==> config.mk <==
export PLATFORM = sky130hd
export DESIGN_NAME = ptw_walker
export DESIGN_NICKNAME = d
export VERILOG_FILES = /design/src/rtl/ptw_pkg.sv /design/src/rtl/ptw_addr_gen.sv /design/src/rtl/ptw_pte_decode.sv /design/src/rtl/ptw_ctrl.sv /design/src/rtl/ptw_walker.sv
export SDC_FILE = /design/constraint.sdc
export NUM_CORES = 1
export LEC_CHECK = 0
export ABC_AREA = 1
export CORE_ASPECT_RATIO = 0.7
export CORE_MARGIN = 5
export CORE_UTILIZATION = 40
export CTS_CLUSTER_DIAMETER = 150
export DETAILED_ROUTE_END_ITERATION = 10
export GPL_TIMING_DRIVEN = 0
export MAX_ROUTING_LAYER = met4
export PLACE_DENSITY = 0.79
export SLEW_MARGIN = 20
export SYNTH_ARGS = -nofsm -noshare
export SYNTH_HDL_FRONTEND = slang
export SYNTH_HIERARCHICAL = 1
export SYNTH_SLANG_ARGS = --single-unit
==> constraint.sdc <==
create_clock -name clk -period 4.12 [get_ports clk]
set_input_delay 0.618 -clock clk [delete_from_list [all_inputs] [get_ports clk]]
set_output_delay 0.618 -clock clk [all_outputs]
set_load 0.02 [all_outputs]
==> src/rtl/ptw_pkg.sv <==
package ptw_pkg;

    localparam int VPN_W         = 20;
    localparam int PPN_W         = 18;
    localparam int ADDR_W        = 32;
    localparam int PTE_W         = 32;
    localparam int PTE_BYTES     = PTE_W / 8;
    localparam int ENTRY_SHIFT   = $clog2(PTE_BYTES);
    localparam int PRESENT_BIT   = PTE_W - 1;
    localparam int ATTR_LO       = PPN_W;
    localparam int ATTR_HI       = PTE_W - 2;
    localparam int ATTR_W        = ATTR_HI - ATTR_LO + 1;
    localparam int PAD_W         = ADDR_W - VPN_W - ENTRY_SHIFT;

    typedef enum logic [2:0] {
        WK_IDLE   = 3'd0,
        WK_REQ    = 3'd1,
        WK_WAIT   = 3'd2,
        WK_REFILL = 3'd3,
        WK_FAULT  = 3'd4
    } walk_state_e;

    typedef struct packed {
        logic              present;
        logic [ATTR_W-1:0] attr;
        logic [PPN_W-1:0]  ppn;
    } pte_view_t;

    function automatic pte_view_t pte_split(input logic [PTE_W-1:0] raw);
        pte_view_t v;
        v.present = raw[PRESENT_BIT];
        v.attr    = raw[ATTR_HI:ATTR_LO];
        v.ppn     = raw[PPN_W-1:0];
        return v;
    endfunction

    function automatic logic [ADDR_W-1:0] entry_addr(
        input logic [ADDR_W-1:0] base,
        input logic [VPN_W-1:0]  vpn
    );
        logic [ADDR_W-1:0] offs;
        offs = {{PAD_W{1'b0}}, vpn, {ENTRY_SHIFT{1'b0}}};
        return base + offs;
    endfunction

endpackage

==> src/rtl/ptw_addr_gen.sv <==
module ptw_addr_gen
    import ptw_pkg::*;
(
    input  logic [ADDR_W-1:0] base,
    input  logic [VPN_W-1:0]  vpn,
    output logic [ADDR_W-1:0] addr
);
    always_comb begin
        addr = entry_addr(base, vpn);
    end
endmodule

==> src/rtl/ptw_pte_decode.sv <==
module ptw_pte_decode
    import ptw_pkg::*;
(
    input  logic [PTE_W-1:0] raw,
    output pte_view_t        view
);
    always_comb begin
        view = pte_split(raw);
    end
endmodule

==> src/rtl/ptw_ctrl.sv <==
module ptw_ctrl
    import ptw_pkg::*;
(
    input  logic        clk,
    input  logic        rst,
    input  logic        miss_valid,
    input  logic        resp_valid,
    input  logic        present,
    output walk_state_e state,
    output logic        take_miss,
    output logic        take_resp
);
    walk_state_e state_d;

    always_comb begin
        take_miss = (state == WK_IDLE) && miss_valid;
        take_resp = (state == WK_WAIT) && resp_valid;
        state_d   = state;
        unique case (state)
            WK_IDLE:   if (miss_valid) state_d = WK_REQ;
            WK_REQ:    state_d = WK_WAIT;
            WK_WAIT:   if (resp_valid) state_d = present ? WK_REFILL : WK_FAULT;
            WK_REFILL: state_d = WK_IDLE;
            WK_FAULT:  state_d = WK_IDLE;
            default:   state_d = WK_IDLE;
        endcase
    end

    always_ff @(posedge clk) begin
        if (rst) state <= WK_IDLE;
        else     state <= state_d;
    end
endmodule

==> src/rtl/ptw_walker.sv <==
module ptw_walker
    import ptw_pkg::*;
(
    input  logic              clk,
    input  logic              rst,
    input  logic              miss_valid,
    input  logic [VPN_W-1:0]  miss_vpn,
    output logic              miss_ready,
    input  logic [ADDR_W-1:0] ptbr,
    output logic              mem_req_valid,
    output logic [ADDR_W-1:0] mem_req_addr,
    input  logic              mem_resp_valid,
    input  logic [PTE_W-1:0]  mem_resp_data,
    output logic              refill_valid,
    output logic [VPN_W-1:0]  refill_vpn,
    output logic [PPN_W-1:0]  refill_ppn,
    output logic [ATTR_W-1:0] refill_attr,
    output logic              fault_valid,
    output logic [VPN_W-1:0]  fault_vpn
);
    walk_state_e       state;
    logic              take_miss;
    logic              take_resp;
    logic [VPN_W-1:0]  vpn_q;
    logic [ADDR_W-1:0] base_q;
    logic [PTE_W-1:0]  pte_q;
    pte_view_t         resp_view;
    pte_view_t         held_view;

    ptw_pte_decode u_resp_dec (.raw(mem_resp_data), .view(resp_view));
    ptw_pte_decode u_held_dec (.raw(pte_q),         .view(held_view));

    ptw_ctrl u_ctrl (
        .clk        (clk),
        .rst        (rst),
        .miss_valid (miss_valid),
        .resp_valid (mem_resp_valid),
        .present    (resp_view.present),
        .state      (state),
        .take_miss  (take_miss),
        .take_resp  (take_resp)
    );

    ptw_addr_gen u_addr (.base(base_q), .vpn(vpn_q), .addr(mem_req_addr));

    always_ff @(posedge clk) begin
        if (rst) begin
            vpn_q  <= '0;
            base_q <= '0;
            pte_q  <= '0;
        end else begin
            if (take_miss) begin
                vpn_q  <= miss_vpn;
                base_q <= ptbr;
            end
            if (take_resp) pte_q <= mem_resp_data;
        end
    end

    always_comb begin
        miss_ready    = (state == WK_IDLE);
        mem_req_valid = (state == WK_REQ);
        refill_valid  = (state == WK_REFILL);
        fault_valid   = (state == WK_FAULT);
        refill_vpn    = vpn_q;
        fault_vpn     = vpn_q;
        refill_ppn    = held_view.ppn;
        refill_attr   = held_view.attr;
    end
endmodule

# Yosys cells after proc, flatten, opt, wreduce, memory -nomap -nowiden
# Index checks and enable logic that the tools add are counted.
[totals] inputBits=88 reg_bits=86 elab_cells=19 out_inout_bits=107
[op_classes] eq_ne=6 n_reduce_logical=4 mux=4 add_sub_neg=1
[ops] operator="32-bit by 22-bit adder with 32-bit output" n=1
[ops] operator="3-bit 2-to-1 mux" n=3
[ops] operator="3-bit one-hot mux with 3 select lines" n=1
[ops] operator="3-bit by 2-bit == test with 1-bit output (second input constant)" n=2
[ops] operator="2-bit != test (second input constant)" n=2
[ops] operator="3-bit by 1-bit == test with 1-bit output (second input constant)" n=1
[ops] operator="3-bit == test (second input constant)" n=1
[ops] operator="3-bit logical NOT" n=1
[ops] operator="1-bit logical AND" n=2
[ops] operator="2-bit AND reduction" n=1

# Logic depth before layout (Yosys ltp)
# Gate-level depths: netlist of run 1.
[logic_depth] word_depth=3 ltp_mapped=12

# Cells and area by module
# Netlist of run 1, hierarchy kept.
[modules_own_cells] mod="ptw_walker" instances=1 cells_each=558 area_per_inst_um2=3629.7 seq_area_each_um2=1681.6
[modules_own_cells] mod="ptw_addr_gen" instances=1 cells_each=392 area_per_inst_um2=1945.6 seq_area_each_um2=0.0
[modules_own_cells] mod="ptw_pte_decode" instances=2 cells_each=32 area_per_inst_um2=240.2 seq_area_each_um2=0.0
[modules_own_cells] mod="ptw_ctrl" instances=1 cells_each=22 area_per_inst_um2=170.2 seq_area_each_um2=60.1

# Worst setup path before layout of run 1
# OpenSTA, ideal clock, no wires.
[synth_path] kind="register to output" start="register vpn_q[0], in the netlist fault_vpn[0]" end="output mem_req_addr[18]" path_buffers=0 slack_ps=1504 stages_incl_launch_ff=11 t_required_ps=3502 t_arrival_ps=1998 path_cell_list="dfxtp_1 -> ha_1 -> inv_1 -> fa_1 -> inv_1 -> nand3_1 -> nand3_2 -> nand2_1 -> nand2_1 -> a21oi_1 -> xnor2_1"
[synth_via] elab_chain_len=1
[synth_lines] element="start, declared" line_no="ptw_walker.sv:24" rtl="logic [VPN_W-1:0] vpn_q;"
[synth_lines] element="start signal, assigned" line_no="ptw_walker.sv:53" rtl="vpn_q <= miss_vpn;"
[synth_lines] element="32-bit by 22-bit adder with 32-bit output" line_no="ptw_pkg.sv:43" rtl="return base + offs;"
[synth_lines] element="end, declared" line_no="ptw_walker.sv:11" rtl="output logic [ADDR_W-1:0] mem_req_addr,"
# No other way between the ends.

# Worst setup path after layout of run 1
[layout_path] start="register vpn_q[0], in the netlist fault_vpn[0]" end="output mem_req_addr[16]"
# The elaborated chain is that of the path after synthesis.

==> flow_metrics.tcl, run 1 <==
set metrics [dict create \
    status "complete, no violations" \
    io_buffers 193 \
    drtIter0Drc 418 \
    drcViolationCount 0 \
    grt_max_degree 18 \
    slowest_delay_ns 0.60 \
    startpoint "fault_vpn[0]" \
    vias 6195 \
    row_count 37 \
    multiInputGateArea_um2 2970 \
    finalCritPeriodShare 0.904 \
    fin_cells 1402 \
    place_hpwl_um 14700 \
    core_um2 14600 \
    dieArea_um2 17400 \
    slowest_stage "clkdlybuf4s50_1" \
    cts_hold_buf 0 \
    relSlewSlack 0.682 \
    track_usage 0.211 \
    nFillCells 1446 \
    clkTransAtPathRegs_ns 0.07 \
    cts_buffers 9 \
    final_hold_viol_count 0 \
    max-vdd-ir-drop_mv 0.194 \
    syn-num-nets 1107 \
    max-cap-violations 0 \
    netlist_instances 998 \
    hold_depth 2 \
    period_minus_slack_ns 3.72 \
    start_kind "register" \
    cts.path.max_buffers 2 \
    max_slew.worst_pin.slew_ns 0.478 \
    fin_util 0.575 \
    drt-total-wl_um 17900 \
    cp_data_required_time_ns 3.50 \
    ant_nets 0 \
    fmax_mhz 269 \
    root_buffer "clkbuf_16" \
    regArea_um2 1720 \
    grt_overflow 0 \
    cts_resized 0 \
    avgViaCountPerCell 4.42 \
    cts_tree "done" \
    crit_buf_inv 3 \
    clock_skew_ns 0.00874 \
    crit_family "buffers and inverters" \
    boundaryPins 195 \
    r2r_start "u_ctrl/state[1]" \
    nets 1311 \
    post-place-cells 1386 \
    wire_per_inst_um 12.8 \
    gp_congestion 0.923 \
    syn2layout_area_growth_pct 41.4 \
    path_depth 12 \
    p_per_area_nw_per_um2 366 \
    clock_latency_ns 0.35 \
    p_leak_nw 4.45 \
    first_pass_iters 5 \
    worst_ep_arrival_time_ns 3.11 \
    cp_cell_sequence "ha_1, inv_1, fa_1, inv_1, nand3_1, nand3_2, nand2_1, nand2_1, nand3_1, a21o_1, nand2_1, clkdlybuf4s50_1" \
    num_antenna_cells 0 \
    initial_core_util 0.407 \
    clock-sinks 86 \
    worstSetupEndpointType "output pin" \
    postCtsSetupBuffers 0 \
    grt_pass1_vias 5773 \
    grt_pass1_wl_um 28600 \
    setup_viol 0 \
    min_path_type "in2reg" \
    die_x_um 156 \
    path_class "reg2out" \
    htree_levels 3 \
    rr_worst_depth 7 \
    antenna_found_initial 0 \
    postSynthAreaPerCell_um2 5.96 \
    endpoint "mem_req_addr[16]" \
    setup_tns_ns 0 \
    ys_warn_count 6 \
    die_h_um 112 \
    drv_slew 0 \
    rsz0062_at_grt "no" \
    critPathMaxFanout 4 \
    cpMostUsedCell "nand2_1" \
    reg2reg_slack_ns 2.50 \
    drive_gt1_frac 0.114 \
    syn_area_um2 5950 \
    rr_endpoint "fault_vpn[6]" \
]
## where the power goes
part / internal (W) / switching (W)
Combinational: 0.000588 / 0.000677
Clock: 0.000425 / 0.000380
Sequential: 0.000918 / 0.0000892
## per-stage QoR
| stage | setup WS [ns] | total power (W) | hold WS, ns | area (um^2) |
|---|---|---|---|---|
| finish | 0.396 | 0.00308 | 0.454 | 8410 |
| CTS | 0.465 | 0.00310 | 0.439 | 8410 |
| detailed placement | 0.856 | 0.00229 | 0.462 | 8120 |
| floorplan | 1.50 | 0.00174 | 0.450 | 5950 |
| global placement | 0.879 | 0.00227 | 0.457 | 8120 |
| global route | 0.229 | 0.00326 | 0.444 | 8410 |
## cells in the final DEF, fill, tap and decap left out, types with 2 or more instances in the layout
cell             instances
a21oi_1                 13
buf_2                   17
buf_4                   55
buf_6                    8
clkbuf_1                 2
clkbuf_16                9
clkdlybuf4s50_1        193
dfxtp_1                 86
ha_1                    20
inv_1                  171
inv_2                    3
inv_6                    4
inv_8                    2
nand2_1                330
nand2_2                 13
nand3_1                 30
nand3_2                  4
nand4_1                  4
nor2_1                 189
nor2_2                  11
nor2_4                   2
nor3_1                   4
nor3_2                   6
nor3b_1                  2
o21ai_0                  3
o21ai_1                  2
xnor2_1                  2
xor2_1                  12
## layer usage
metal / vias to the layer above / GRT usage / routed length, um
li1: 3270 / - / -
met1: 2689 / 0.286 / 8400
met2: 221 / 0.320 / 7740
met3: 15 / 0.0528 / 1560
met4: 0 / 0.0455 / 189
met5: - / - / 0
## worst reg2reg max path: stages (launching register included)
cell and delay (ns):
dfxtp_1 0.41, nor4_1 0.43, buf_6 0.18, buf_6 0.16
buf_6 0.16, nand2_1 0.09, nand2_1 0.06, nor2_1 0.04
## sequential cells by signal (all words and copies together), names as in the netlist
name,count
base_q,32
pte_q,31
fault_vpn,20
u_ctrl/state,3
## cell type report
cell class / count / area share
tap: 195 / 0.0290
clock inverter: 7 / 0.00744
clock buffer: 9 / 0.0268
multi-input combinational: 655 / 0.353
timing repair buffer: 193 / 0.230
inverter: 175 / 0.0781
buffer: 82 / 0.0708
sequential: 86 / 0.205
## how the worst min path moves through the flow
| stage | from | to | slack [ns] |
|---|---|---|---|
| floorplan | base_q[0] | base_q[0] | 0.45 |
| global placement | pte_q[6] | pte_q[6] | 0.46 |
| detailed placement | pte_q[11] | pte_q[11] | 0.46 |
| CTS | mem_resp_data[31] | u_ctrl/state[2] | 0.44 |
| global route | mem_resp_data[31] | u_ctrl/state[2] | 0.44 |
| finish | mem_resp_data[31] | u_ctrl/state[2] | 0.45 |
Note: power is estimated with default switching activity, not from simulation.
==> inputs of run 2 (changes only) <==
--- a/config.mk
+++ b/config.mk
@@ -14,6 +14,7 @@
 export GPL_TIMING_DRIVEN = 0
 export MAX_ROUTING_LAYER = met4
 export PLACE_DENSITY = 0.79
+export SKIP_CTS_REPAIR_TIMING = 1
 export SLEW_MARGIN = 20
 export SYNTH_ARGS = -nofsm -noshare
 export SYNTH_HDL_FRONTEND = slang
==> results of run 2 <==
No change in the layout: final DEF, timing and power equal those of run 1.
